File: config.mk
export PLATFORM = sky130hd
export DESIGN_NAME = axi_reset_monitor
export DESIGN_NICKNAME = d
export VERILOG_FILES = /design/src/rtl/axi_rstmon_pkg.sv /design/src/rtl/rstmon_edge.sv /design/src/rtl/rstmon_pulse.sv /design/src/rtl/rstmon_ready.sv /design/src/rtl/axi_reset_monitor.sv
export SDC_FILE = /design/constraint.sdc
export NUM_CORES = 1
export LEC_CHECK = 0
export ABC_AREA = 1
export BUFFER_PORTS_ARGS = -buffer_cell sky130_fd_sc_hd__buf_2
export CORE_MARGIN = 3
export CORE_UTILIZATION = 44
export DETAILED_ROUTE_END_ITERATION = 10
export PLACE_DENSITY = 0.7
export SYNTH_ARGS = -nofsm -noshare
export SYNTH_HDL_FRONTEND = slang
export SYNTH_SLANG_ARGS = --single-unit
File: constraint.sdc
create_clock -name clk -period 0.99 [get_ports clk]
set_input_delay 0.0495 -clock clk [delete_from_list [all_inputs] [get_ports clk]]
set_output_delay 0.0495 -clock clk [all_outputs]
set_load 0.02 [all_outputs]
File: src/rtl/axi_rstmon_pkg.sv
// Shared constants for the interface reset conformance monitor.
// Assumes the flag vector layout: bit 0 pulse width, bits 1..5 READY lanes.
package axi_rstmon_pkg;
    localparam int NUM_READY = 5;
    localparam int NUM_FLAGS = NUM_READY + 1;

    // Flag positions inside the violation vector.
    typedef enum int {
        FLG_PULSE = 0,
        FLG_AW    = 1,
        FLG_W     = 2,
        FLG_B     = 3,
        FLG_AR    = 4,
        FLG_R     = 5
    } flag_idx_e;
endpackage

File: src/rtl/rstmon_edge.sv
// Edge detector for the observed bus reset line.
// Keeps the previous sample and a valid bit, so that the first sample
// after the monitor's own reset never looks like an edge.
// Assumes bus_rst_n is already synchronous to clk.
module rstmon_edge (
    input  logic clk,
    input  logic mon_rst_n,
    input  logic bus_rst_n,
    output logic rise_o,
    output logic fall_o
);
    logic prev_q;
    logic prev_vld_q;

    // Remember the last sample of the bus reset and whether it is meaningful.
    always_ff @(posedge clk) begin
        if (!mon_rst_n) begin
            prev_q     <= 1'b0;
            prev_vld_q <= 1'b0;
        end else begin
            prev_q     <= bus_rst_n;
            prev_vld_q <= 1'b1;
        end
    end

    // An edge is a change between two valid consecutive samples.
    always_comb begin
        rise_o = prev_vld_q && !prev_q &&  bus_rst_n;
        fall_o = prev_vld_q &&  prev_q && !bus_rst_n;
    end
endmodule

File: src/rtl/rstmon_pulse.sv
// Measures each low pulse of the bus reset with a saturating counter and
// raises a sticky flag when a pulse ends before MIN_LOW_CYCLES samples.
// Assumes the edge strobes come from rstmon_edge on the same clock.
module rstmon_pulse #(
    parameter int MIN_LOW_CYCLES      = 16,
    parameter bit CHECK_INITIAL_PULSE = 1'b0
) (
    input  logic clk,
    input  logic mon_rst_n,
    input  logic bus_rst_n,
    input  logic rise_i,
    input  logic fall_i,
    output logic short_o
);
    localparam int              CNT_W   = $clog2(MIN_LOW_CYCLES + 1);
    localparam logic [CNT_W-1:0] MIN_CNT = CNT_W'(MIN_LOW_CYCLES);

    logic [CNT_W-1:0] cnt_q;
    logic             armed_q;
    logic             short_q;

    // Count consecutive low samples, restarting at every observed falling edge.
    always_ff @(posedge clk) begin
        if (!mon_rst_n) begin
            cnt_q <= '0;
        end else if (fall_i) begin
            cnt_q <= CNT_W'(1);
        end else if (!bus_rst_n && cnt_q != MIN_CNT) begin
            cnt_q <= cnt_q + 1'b1;
        end
    end

    // Arm width checking once a pulse with a seen start has begun.
    always_ff @(posedge clk) begin
        if (!mon_rst_n) begin
            armed_q <= CHECK_INITIAL_PULSE;
        end else if (fall_i) begin
            armed_q <= 1'b1;
        end
    end

    // Judge the pulse length on release and keep any violation.
    always_ff @(posedge clk) begin
        if (!mon_rst_n) begin
            short_q <= 1'b0;
        end else if (rise_i && armed_q && cnt_q < MIN_CNT) begin
            short_q <= 1'b1;
        end
    end

    assign short_o = short_q;

    assert_cnt_bound_R4: assert property (@(posedge clk) disable iff (!mon_rst_n)
        cnt_q <= MIN_CNT);

    assert_long_pulse_clean_R2: assert property (@(posedge clk) disable iff (!mon_rst_n)
        (rise_i && cnt_q == MIN_CNT && !short_q) |=> !short_q);

    assert_flag_on_release_R3: assert property (@(posedge clk) disable iff (!mon_rst_n)
        $rose(short_q) |-> $past(rise_i));

    assert_sticky_pulse_R8: assert property (@(posedge clk) disable iff (!mon_rst_n)
        short_q |=> short_q);
endmodule

File: src/rtl/rstmon_ready.sv
// Checks one READY lane: it must be low on the first edge at which the bus
// reset is sampled high. A violation is held until the monitor is reset.
// Assumes rise_i marks exactly that edge.
module rstmon_ready (
    input  logic clk,
    input  logic mon_rst_n,
    input  logic rise_i,
    input  logic ready_i,
    output logic flag_o
);
    logic flag_q;

    // Capture READY high on the release edge and hold it.
    always_ff @(posedge clk) begin
        if (!mon_rst_n) begin
            flag_q <= 1'b0;
        end else if (rise_i && ready_i) begin
            flag_q <= 1'b1;
        end
    end

    assign flag_o = flag_q;

    assert_ready_caught_R6: assert property (@(posedge clk) disable iff (!mon_rst_n)
        (rise_i && ready_i) |=> flag_q);

    assert_ready_quiet_R7: assert property (@(posedge clk) disable iff (!mon_rst_n)
        $rose(flag_q) |-> $past(rise_i && ready_i));

    assert_sticky_ready_R8: assert property (@(posedge clk) disable iff (!mon_rst_n)
        flag_q |=> flag_q);
endmodule

File: src/rtl/axi_reset_monitor.sv
// Top of the interface reset conformance monitor. It is purely passive: it
// samples the bus reset and the five READY lines and reports sticky flags.
// Assumes all inputs are synchronous to clk. mon_rst_n is the monitor's
// own synchronous reset and is independent of the bus reset.
module axi_reset_monitor
    import axi_rstmon_pkg::*;
#(
    parameter int MIN_LOW_CYCLES      = 16,
    parameter bit CHECK_INITIAL_PULSE = 1'b0
) (
    input  logic                 clk,
    input  logic                 mon_rst_n,
    input  logic                 bus_rst_n,
    input  logic                 aw_ready,
    input  logic                 w_ready,
    input  logic                 b_ready,
    input  logic                 ar_ready,
    input  logic                 r_ready,
    output logic [NUM_FLAGS-1:0] viol
);
    logic                 rise;
    logic                 fall;
    logic [NUM_READY-1:0] rdy_vec;

    // Gather the READY lanes in flag order: AW, W, B, AR, R.
    always_comb begin
        rdy_vec[FLG_AW - 1] = aw_ready;
        rdy_vec[FLG_W  - 1] = w_ready;
        rdy_vec[FLG_B  - 1] = b_ready;
        rdy_vec[FLG_AR - 1] = ar_ready;
        rdy_vec[FLG_R  - 1] = r_ready;
    end

    rstmon_edge u_edge (
        .clk       (clk),
        .mon_rst_n (mon_rst_n),
        .bus_rst_n (bus_rst_n),
        .rise_o    (rise),
        .fall_o    (fall)
    );

    rstmon_pulse #(
        .MIN_LOW_CYCLES      (MIN_LOW_CYCLES),
        .CHECK_INITIAL_PULSE (CHECK_INITIAL_PULSE)
    ) u_pulse (
        .clk       (clk),
        .mon_rst_n (mon_rst_n),
        .bus_rst_n (bus_rst_n),
        .rise_i    (rise),
        .fall_i    (fall),
        .short_o   (viol[FLG_PULSE])
    );

    for (genvar i = 0; i < NUM_READY; i++) begin : g_lane
        rstmon_ready u_ready (
            .clk       (clk),
            .mon_rst_n (mon_rst_n),
            .rise_i    (rise),
            .ready_i   (rdy_vec[i]),
            .flag_o    (viol[i+1])
        );
    end

    assert_no_edge_overlap_R3: assert property (@(posedge clk) disable iff (!mon_rst_n)
        !(rise && fall));

    assert_clear_after_reset_R1: assert property (@(posedge clk)
        !mon_rst_n |=> viol == '0);
endmodule

# --- Yosys cells after proc, flatten, opt, wreduce, memory -nomap -nowiden ---
# Cells that the tools add are included.
# W data, S select, Z words.
totals:
  regBits: 14
  out_inout_bits: 6
  elab_cells: 34
op_classes:
  n_reduce_logical: 16
  muxes: 3
  magnitude_cmp: 1
  eq_ne: 1
  add_sub_neg: 1
  bitwise: 1
ops:
  columns: ["op", "count"]
  rows:
  - ["$logic_and A1 B1 Y1", 12]
  - ["$add A5 B1 Y5 const B", 1]
  - ["$lt A5 B5 Y1 const B", 1]
  - ["$ne A5 B5 Y1 const B", 1]
  - ["$mux W1", 3]
  - ["$logic_not A1 Y1", 2]
  - ["$reduce_bool A2 Y1", 1]
  - ["$reduce_or A2 Y1", 1]
  - ["$not A1 Y1", 1]

# --- Depth between registers and ports, before layout ---
# Gate-level depths: netlist of run 1.
depth:
  word_depth: 5
  mapped_depth: 9
  mapped_depth_nobuf: 9

# --- Hierarchy ---
# Synthesis of run 1 repeated with hierarchy kept, for this count alone.
hier_totals:
  hier_cells: 86
  hier_area_um2: 621.8
by_module_without_submodules:
  columns: ["mod", "n_inst", "cells_each", "area_per_inst_um2", "seq_area_each_um2"]
  rows:
  - ["rstmon_pulse", 1, 53, 359.1, 140.1]
  - ["rstmon_ready", 5, 5, 40.0, 20.0]
  - ["rstmon_edge", 1, 8, 62.6, 40.0]

# --- Least setup slack after synthesis of run 1 ---
# Ideal clock, no wire load.
synth_timing:
  path_type: "register to register"
  startpoint: "register u_pulse.cnt_q[0]"
  endpoint: "register u_pulse.cnt_q[2]"
  path_slack_ns: -0.093
  stages_incl_launch_ff: 10
  arrival_time_ns: 1.013
  synth_period_minus_slack_ns: 1.083
  cell_sequence: "dfxtp_1 -> inv_1 -> ha_1 -> nand2_1 -> inv_1 -> nand2_2 -> nand2_4 -> inv_2 -> nand2_1 -> a21oi_1"
synth_via:
  elab_chain_len: 2
  elab_cells_between_ends: 3
  classes_between: "add/sub: 1; eq/ne: 1; reduce/logical: 1"
synth_lines:
  columns: ["item", "line", "text"]
  rows:
  - ["from (decl)", "rstmon_pulse.sv:18", "logic [CNT_W-1:0] cnt_q;"]
  - ["from (signal assigned)", "rstmon_pulse.sv:29", "cnt_q <= cnt_q + 1'b1;"]
  - ["parallel branches: the longest is 2 deep, another holds $add A5 B1 Y5", null, null]
# Several ways; the timed one is not identified.
# A chain may end at the register's enable or synchronous reset.

# --- Worst setup path after layout of run 1 ---
layout_timing:
  startpoint: "register u_pulse.cnt_q[0]"
  endpoint: "register u_pulse.cnt_q[1]"
# The elaborated chain is that of the path after synthesis.

==> reports/results.txt, run 1 <==
Outcome -> complete, but fails checks
Final ANT Viol Nets -> 0
Number of stages on the worst setup path -> 9
Multi-input combinational cell area -> 288 um2
Via Count -> 555
Reg area -> 288 um2
Internal power -> 0.888 mW
Worst Clk Skew -> 6.71 ps
Global-route wire length before repair -> 1970 um
TritonCTS Buffers -> 3
Sequential share of power -> 50.8%
Worst vdd ir -> 0.000819 V
Die W -> 43.5 um
Tot GR Track Use -> 14.3%
Synth Register Bits -> 14
Yosys top cell area share -> 45.3%
Core area -> 1220 um2
H-tree depth -> 1
Largest cells by area after synthesis -> dfxtp_1 45%, nand2_1 12%, a21oi_1 9.7%, buf_4 7.3%, inv_1 7.3%
Clk slew on worst S/H paths -> 90 ps
Worst setup margin -> -123 ps
Aggregate routed wire length -> 1300 um
Reg2reg start -> u_pulse.cnt_q[0]
Root buf cell -> clkbuf_4
DRT Pass-1 Iters -> 4
RSZ-0062 raised after global routing -> true
Clock Latency Late Sink -> 290 ps
Number of global-route vias before repair -> 468
Post-synthesis cell count -> 82
Count of pins over their slew limit -> 0
CTS tree -> yes
Bufs on Longest Clock Path -> 2
DP Wirelength -> 827 um
Ys Warns -> 0
Worst Hold End -> g_lane[0].u_ready.flag_o
Slowest stage cell, crit path -> dfxtp_4
Die Ht -> 43.5 um
Worst Hold Depth -> 3
Clk sinks -> 14
Worst Reg2Reg Path Length in Cells -> 9
Area growth syn-to-layout -> 36.8%
CP Max Fanout -> 4
P per Cell Area -> 1400 nW/um2
Seq/Total Area, Yosys -> 45.3%
Drt drc -> 0
Fin util -> 69.7%
Worst Path Buf+Inv -> 3
Critical path data arrival time -> 1330 ps
Syn Nets -> 92
Most frequent cells in the layout -> 16 x nand2_1, 13 x buf_2, 12 x dfxtp_1
Cell taking the most area after synthesis -> dfxtp_1
Port Buf Inserts -> 13
Final setup viols -> 5
FILL cells -> 103
Min-delay src -> aw_ready
Reg2reg end -> u_pulse.cnt_q[1]
Leakage -> 0.389 nW
Clk network pwr share -> 35.2%
Comb power frac -> 13.9%
Antenna diode count -> 0
Initial Util -> 50.9%
Hold/Removal Path Class -> input port to register
Largest stage delay on the critical path -> 390 ps
Largest net degree at the start of global routing -> 9
Max-cap violations -> 0
Crit start category -> register
CP delay by family, top -> flip-flops
Sw Ratio -> 25.2%
CP endpoint kind -> register
Initial antenna violation count -> 0
IO Pins -> 14
Fin nets -> 115
Worst Tran Pin Value -> 248 ps
Final RePlAce weighted congestion -> 0.687
Die area -> 1890 um2
Critical path, cell by cell -> inv_4 -> ha_4 -> nand2_2 -> inv_2 -> nand2_4 -> nand2_4 -> inv_4 -> nand2_2 -> a21oi_1
Initial DRC count -> 9
Critical path type -> register to register
Syn avg cell area -> 7.55 um2
Fmax -> 899 MHz
Most common cell after layout, fill and taps aside -> nand2_1
Share of cells above drive strength 1 -> 39.4%
Tmin final -> 1110 ps
Synthesized area -> 619 um2
R2R Setup Slk -> -120 ps
P_sw -> 0.299 mW
Worst EP required -> 1210 ps
Setup TNS -> -494 ps
Period utilisation layout -> 112%
Floorplan row count -> 12
GR Overflow Total -> 0
Routed len/inst -> 11.0 um
Failing checks -> setup timing
Slew Limit Headroom -> 83.4%
Final Hold Violating Endpoints -> 0
Via-to-Cell Ratio -> 4.70
Library cells used by synthesis -> 15
[cells by family (layout without fill, tap and decap cells)]
family	Yosys count	after routing	share of synthesized area (%)
and+or+nand+nor	33	33	23.8
buffers and inverters	20	42	15.8
DFF	14	14	45.3
AOI/OAI and AO/OA	12	12	9.70
adders and majority gates	2	2	4.04
xor gates and xnor gates	1	1	1.41
[stage by stage]
stage	setup WS [ps]	std cells	power, mW	cell area [um2]	hold WS [ps]
after floorplan	-41.5	82	0.696	624	77.2
after global placement	-85.8	107	0.730	692	196
after detailed placement	-109	107	0.734	692	205
after CTS	-108	114	1.17	777	2.70
after global routing	-194	118	1.25	847	0.669
final	-123	118	1.19	847	6.03
[area by class of cell]
class	instances	share of cell area [%]
tap	14	2.07
multi-input combinational	48	34.0
inverter	14	7.09
timing repair buffer	24	18.6
clock buffer	4	4.28
sequential	14	34.0
[registers in the layout, summed over array words and instances, names as in the netlist]
signal                 count
u_pulse.armed_q            1
u_edge.prev_vld_q          1
u_pulse.short_o            1
g_lane.u_ready.flag_o      5
u_edge.prev_q              1
u_pulse.cnt_q              5
[worst max-delay path by stage]
| stage | slack, ps | end | from |
|---|---|---|---|
| global placement | -90 | u_pulse.cnt_q[3] | u_pulse.cnt_q[1] |
| floorplan | -40 | u_pulse.cnt_q[1] | u_pulse.cnt_q[1] |
| CTS | -110 | u_pulse.cnt_q[3] | u_pulse.cnt_q[0] |
| detailed placement | -110 | u_pulse.cnt_q[1] | u_pulse.cnt_q[0] |
| finish | -120 | u_pulse.cnt_q[1] | u_pulse.cnt_q[0] |
| global route | -190 | u_pulse.cnt_q[0] | u_pulse.cnt_q[1] |
[power groups by stage]
stage / clock network [mW] / logic (mW) / registers (mW)
global route: 0.466 / 0.182 / 0.606
floorplan: 0 / 0.0828 / 0.613
detailed placement: 0 / 0.120 / 0.614
finish: 0.418 / 0.165 / 0.603
global placement: 0 / 0.117 / 0.614
CTS: 0.421 / 0.145 / 0.600
[synth_stat cells]
cell type / number
dfxtp_1: 14
nor2_2: 1
nand2_1: 19
xor2_1: 1
or2_0: 1
nand4_1: 2
nand2_2: 1
ha_1: 2
inv_1: 12
a21oi_1: 12
nor2_1: 5
nand2_4: 1
inv_2: 2
nand3_1: 3
buf_4: 6
[per-layer routing]
layer  up-vias  part of all wire [%]  GRT usage (%)
met2        23                    45           21.2
met4         0                   5.0           11.4
met5         -                     0              0
met3         6                   6.2           4.15
met1       233                    43           17.0
li1        293                     -              -
[worst register-to-register path, stage by stage (launching register included)]
cell	delay, ps
dfxtp_4	390
inv_4	40
ha_4	150
nand2_2	60
inv_2	40
nand2_4	70
nand2_4	70
inv_4	70
nand2_2	50
a21oi_1	110
[repair_timing]
item	in CTS	in global routing
buffers inserted	1	2
resized for setup	5	10
pin swaps	4	7
endpoints found under the setup margin	5	5
hold endpoints to repair	2	2
hold buffers	2	2
Note: power is estimated with default switching activity, not from simulation.
==> run 2: changes to the inputs <==
Settings changed: CORE_AREA set to 3 3 40 42, CORE_MARGIN 3 to not set, CORE_UTILIZATION 44 to not set, CTS_BUF_LIST set to sky130_fd_sc_hd__clkbuf_8, DIE_AREA set to 0 0 43 45.
Clock period 0.99 ns to 1.2 ns, I/O delays scaled along.
==> run 2 against run 1 <==
Against the previous run: the run now ends clean; via count fell by 6.7%; wire length fell by 8.8%; sequential power fell by 18%; largest power group unchanged; non-clock buffer count fell by 7.
==> reports/results.txt, run 2 (same netlist as run 1, synthesis figures left out) <==
Outcome -> finished, final reports clean
Initial DRC count -> 12
Hold/Removal Path Class -> input port to register
Most common cell after layout, fill and taps aside -> nand2_1
Initial antenna violation count -> 0
TritonCTS Buffers -> 3
Setup Slack @ Placement -> 12.0 ps
Multi-input combinational cell area -> 259 um2
Die Ht -> 45 um
Die area -> 1940 um2
Global-route wire length before repair -> 1810 um
Worst setup path end -> u_pulse.cnt_q[1]
Initial Util -> 48.2%
Slew Limit Headroom -> 83.9%
Period utilisation layout -> 97.8%
Tmin final -> 1170 ps
Clk sinks -> 14
Worst Reg2Reg Path Length in Cells -> 9
Fmax -> 852 MHz
Bufs on Longest Clock Path -> 2
Area growth syn-to-layout -> 21.6%
Number of stages on the worst setup path -> 9
Floorplan row count -> 13
Max-cap violations -> 0
Clock Latency Late Sink -> 240 ps
Worst setup margin -> 26.9 ps
Via-to-Cell Ratio -> 4.67
Antenna diode count -> 0
GR Overflow Total -> 0
CP most frequent cell -> nand2_2
Final Total Pwr -> 0.986 mW
CP Max Fanout -> 4
IO Pins -> 14
DP Wirelength -> 784 um
Count of pins over their slew limit -> 0
H-tree depth -> 1
Critical path data arrival time -> 1350 ps
Worst EP required -> 1380 ps
P per Cell Area -> 1310 nW/um2
CP delay by family, top -> flip-flops
Worst Hold Depth -> 3
Core area -> 1280 um2
Reg2reg end -> u_pulse.cnt_q[1]
Routed len/inst -> 10.7 um
CP endpoint kind -> register
Worst Path Buf+Inv -> 3
Worst Tran Pin Value -> 242 ps
Slowest stage cell, crit path -> dfxtp_2
CTS tree -> yes
FILL cells -> 118
Leakage -> 0.353 nW
Fin nets -> 108
Reg area -> 282 um2
Crit start category -> register
Worst vdd ir -> 0.000903 V
Critical path, cell by cell -> inv_2 -> ha_2 -> nand2_1 -> inv_1 -> nand2_2 -> nand2_4 -> inv_4 -> nand2_2 -> a21oi_2
Largest stage delay on the critical path -> 350 ps
Critical path type -> register to register
Die W -> 43 um
Number of global-route vias before repair -> 477
Aggregate routed wire length -> 1190 um
DRT Pass-1 Iters -> 4
Drt drc -> 0
Root buf cell -> clkbuf_8
Final Hold Violating Endpoints -> 0
Via Count -> 518
Final ANT Viol Nets -> 0
Final RePlAce weighted congestion -> 0.795
Crit path launch -> u_pulse.cnt_q[0]
Most frequent cells in the layout -> 16 x nand2_1, 13 x dfxtp_1, 13 x buf_2
Fin util -> 58.6%
Clk slew on worst S/H paths -> 60 ps
Tot GR Track Use -> 12.8%
Port Buf Inserts -> 13
Reg2reg start -> u_pulse.cnt_q[0]
Fin Hold WS -> 30.3 ps
Share of cells above drive strength 1 -> 33.3%
Final setup viols -> 0
Largest net degree at the start of global routing -> 9
R2R Setup Slk -> 30 ps
Worst Clk Skew -> 4.27 ps
[run 2: cell count changes in the layout (fill, tap and decap cells not counted), sizes merged]
cell and change:
dlygate4sd3 -3, buf -4, clkbuf -1
[run 2: layout make-up]
cell class | count | area share [%]
tap | 15 | 2.49
timing repair buffer | 17 | 13.0
clock buffer | 3 | 5.48
inverter | 14 | 7.31
sequential | 14 | 37.4
multi-input combinational | 48 | 34.4
[run 2: how the worst min path moves through the flow]
stage / start / to / slack [ps]
5_1_grt: bus_rst_n / u_edge.prev_q / 70
2_1_floorplan: mon_rst_n / u_edge.prev_vld_q / 90
6_report: bus_rst_n / u_edge.prev_q / 30
3_3_place_gp: mon_rst_n / u_edge.prev_vld_q / 200
3_5_place_dp: mon_rst_n / u_edge.prev_vld_q / 210
4_1_cts: bus_rst_n / u_edge.prev_q / 40
[run 2: through the flow]
stage | setup TNS, ps | instance area, um2 | std cells
after floorplan | 0 | 619 | 82
after global placement | 0 | 666 | 105
after detailed placement | 0 | 666 | 105
after CTS | 0 | 717 | 109
after global routing | -38.2 | 753 | 111
final | 0 | 753 | 111
[run 2: report_power, final]
group          internal (mW)  switching [mW]  total [mW]
clock network          0.222           0.158       0.380
logic                 0.0469          0.0634       0.110
registers              0.485          0.0114       0.496
[run 2: routing by layer]
layer / vias to the layer above / wire length [um] / GRT usage (%)
met3: 3 / 73 / 3.98
li1: 277 / - / -
met2: 14 / 581 / 20.7
met4: 0 / 25 / 9.04
met5: - / 0 / 0
met1: 224 / 508 / 14.3
[run 2: what timing repair did]
action | CTS | global route
setup endpoints to repair | 0 | 4
setup buffers | 0 | 2
endpoints found under the hold margin | 1 | 0
resized for setup | 0 | 9
hold buffers | 1 | 0
[run 2: worst reg2reg max path, cell delays in order (launching register included)]
cell and delay (ps):
dfxtp_2 350, inv_2 50, ha_2 160, nand2_1 60, inv_1 50, nand2_2 90
nand2_4 80, inv_4 80, nand2_2 60, a21oi_2 120
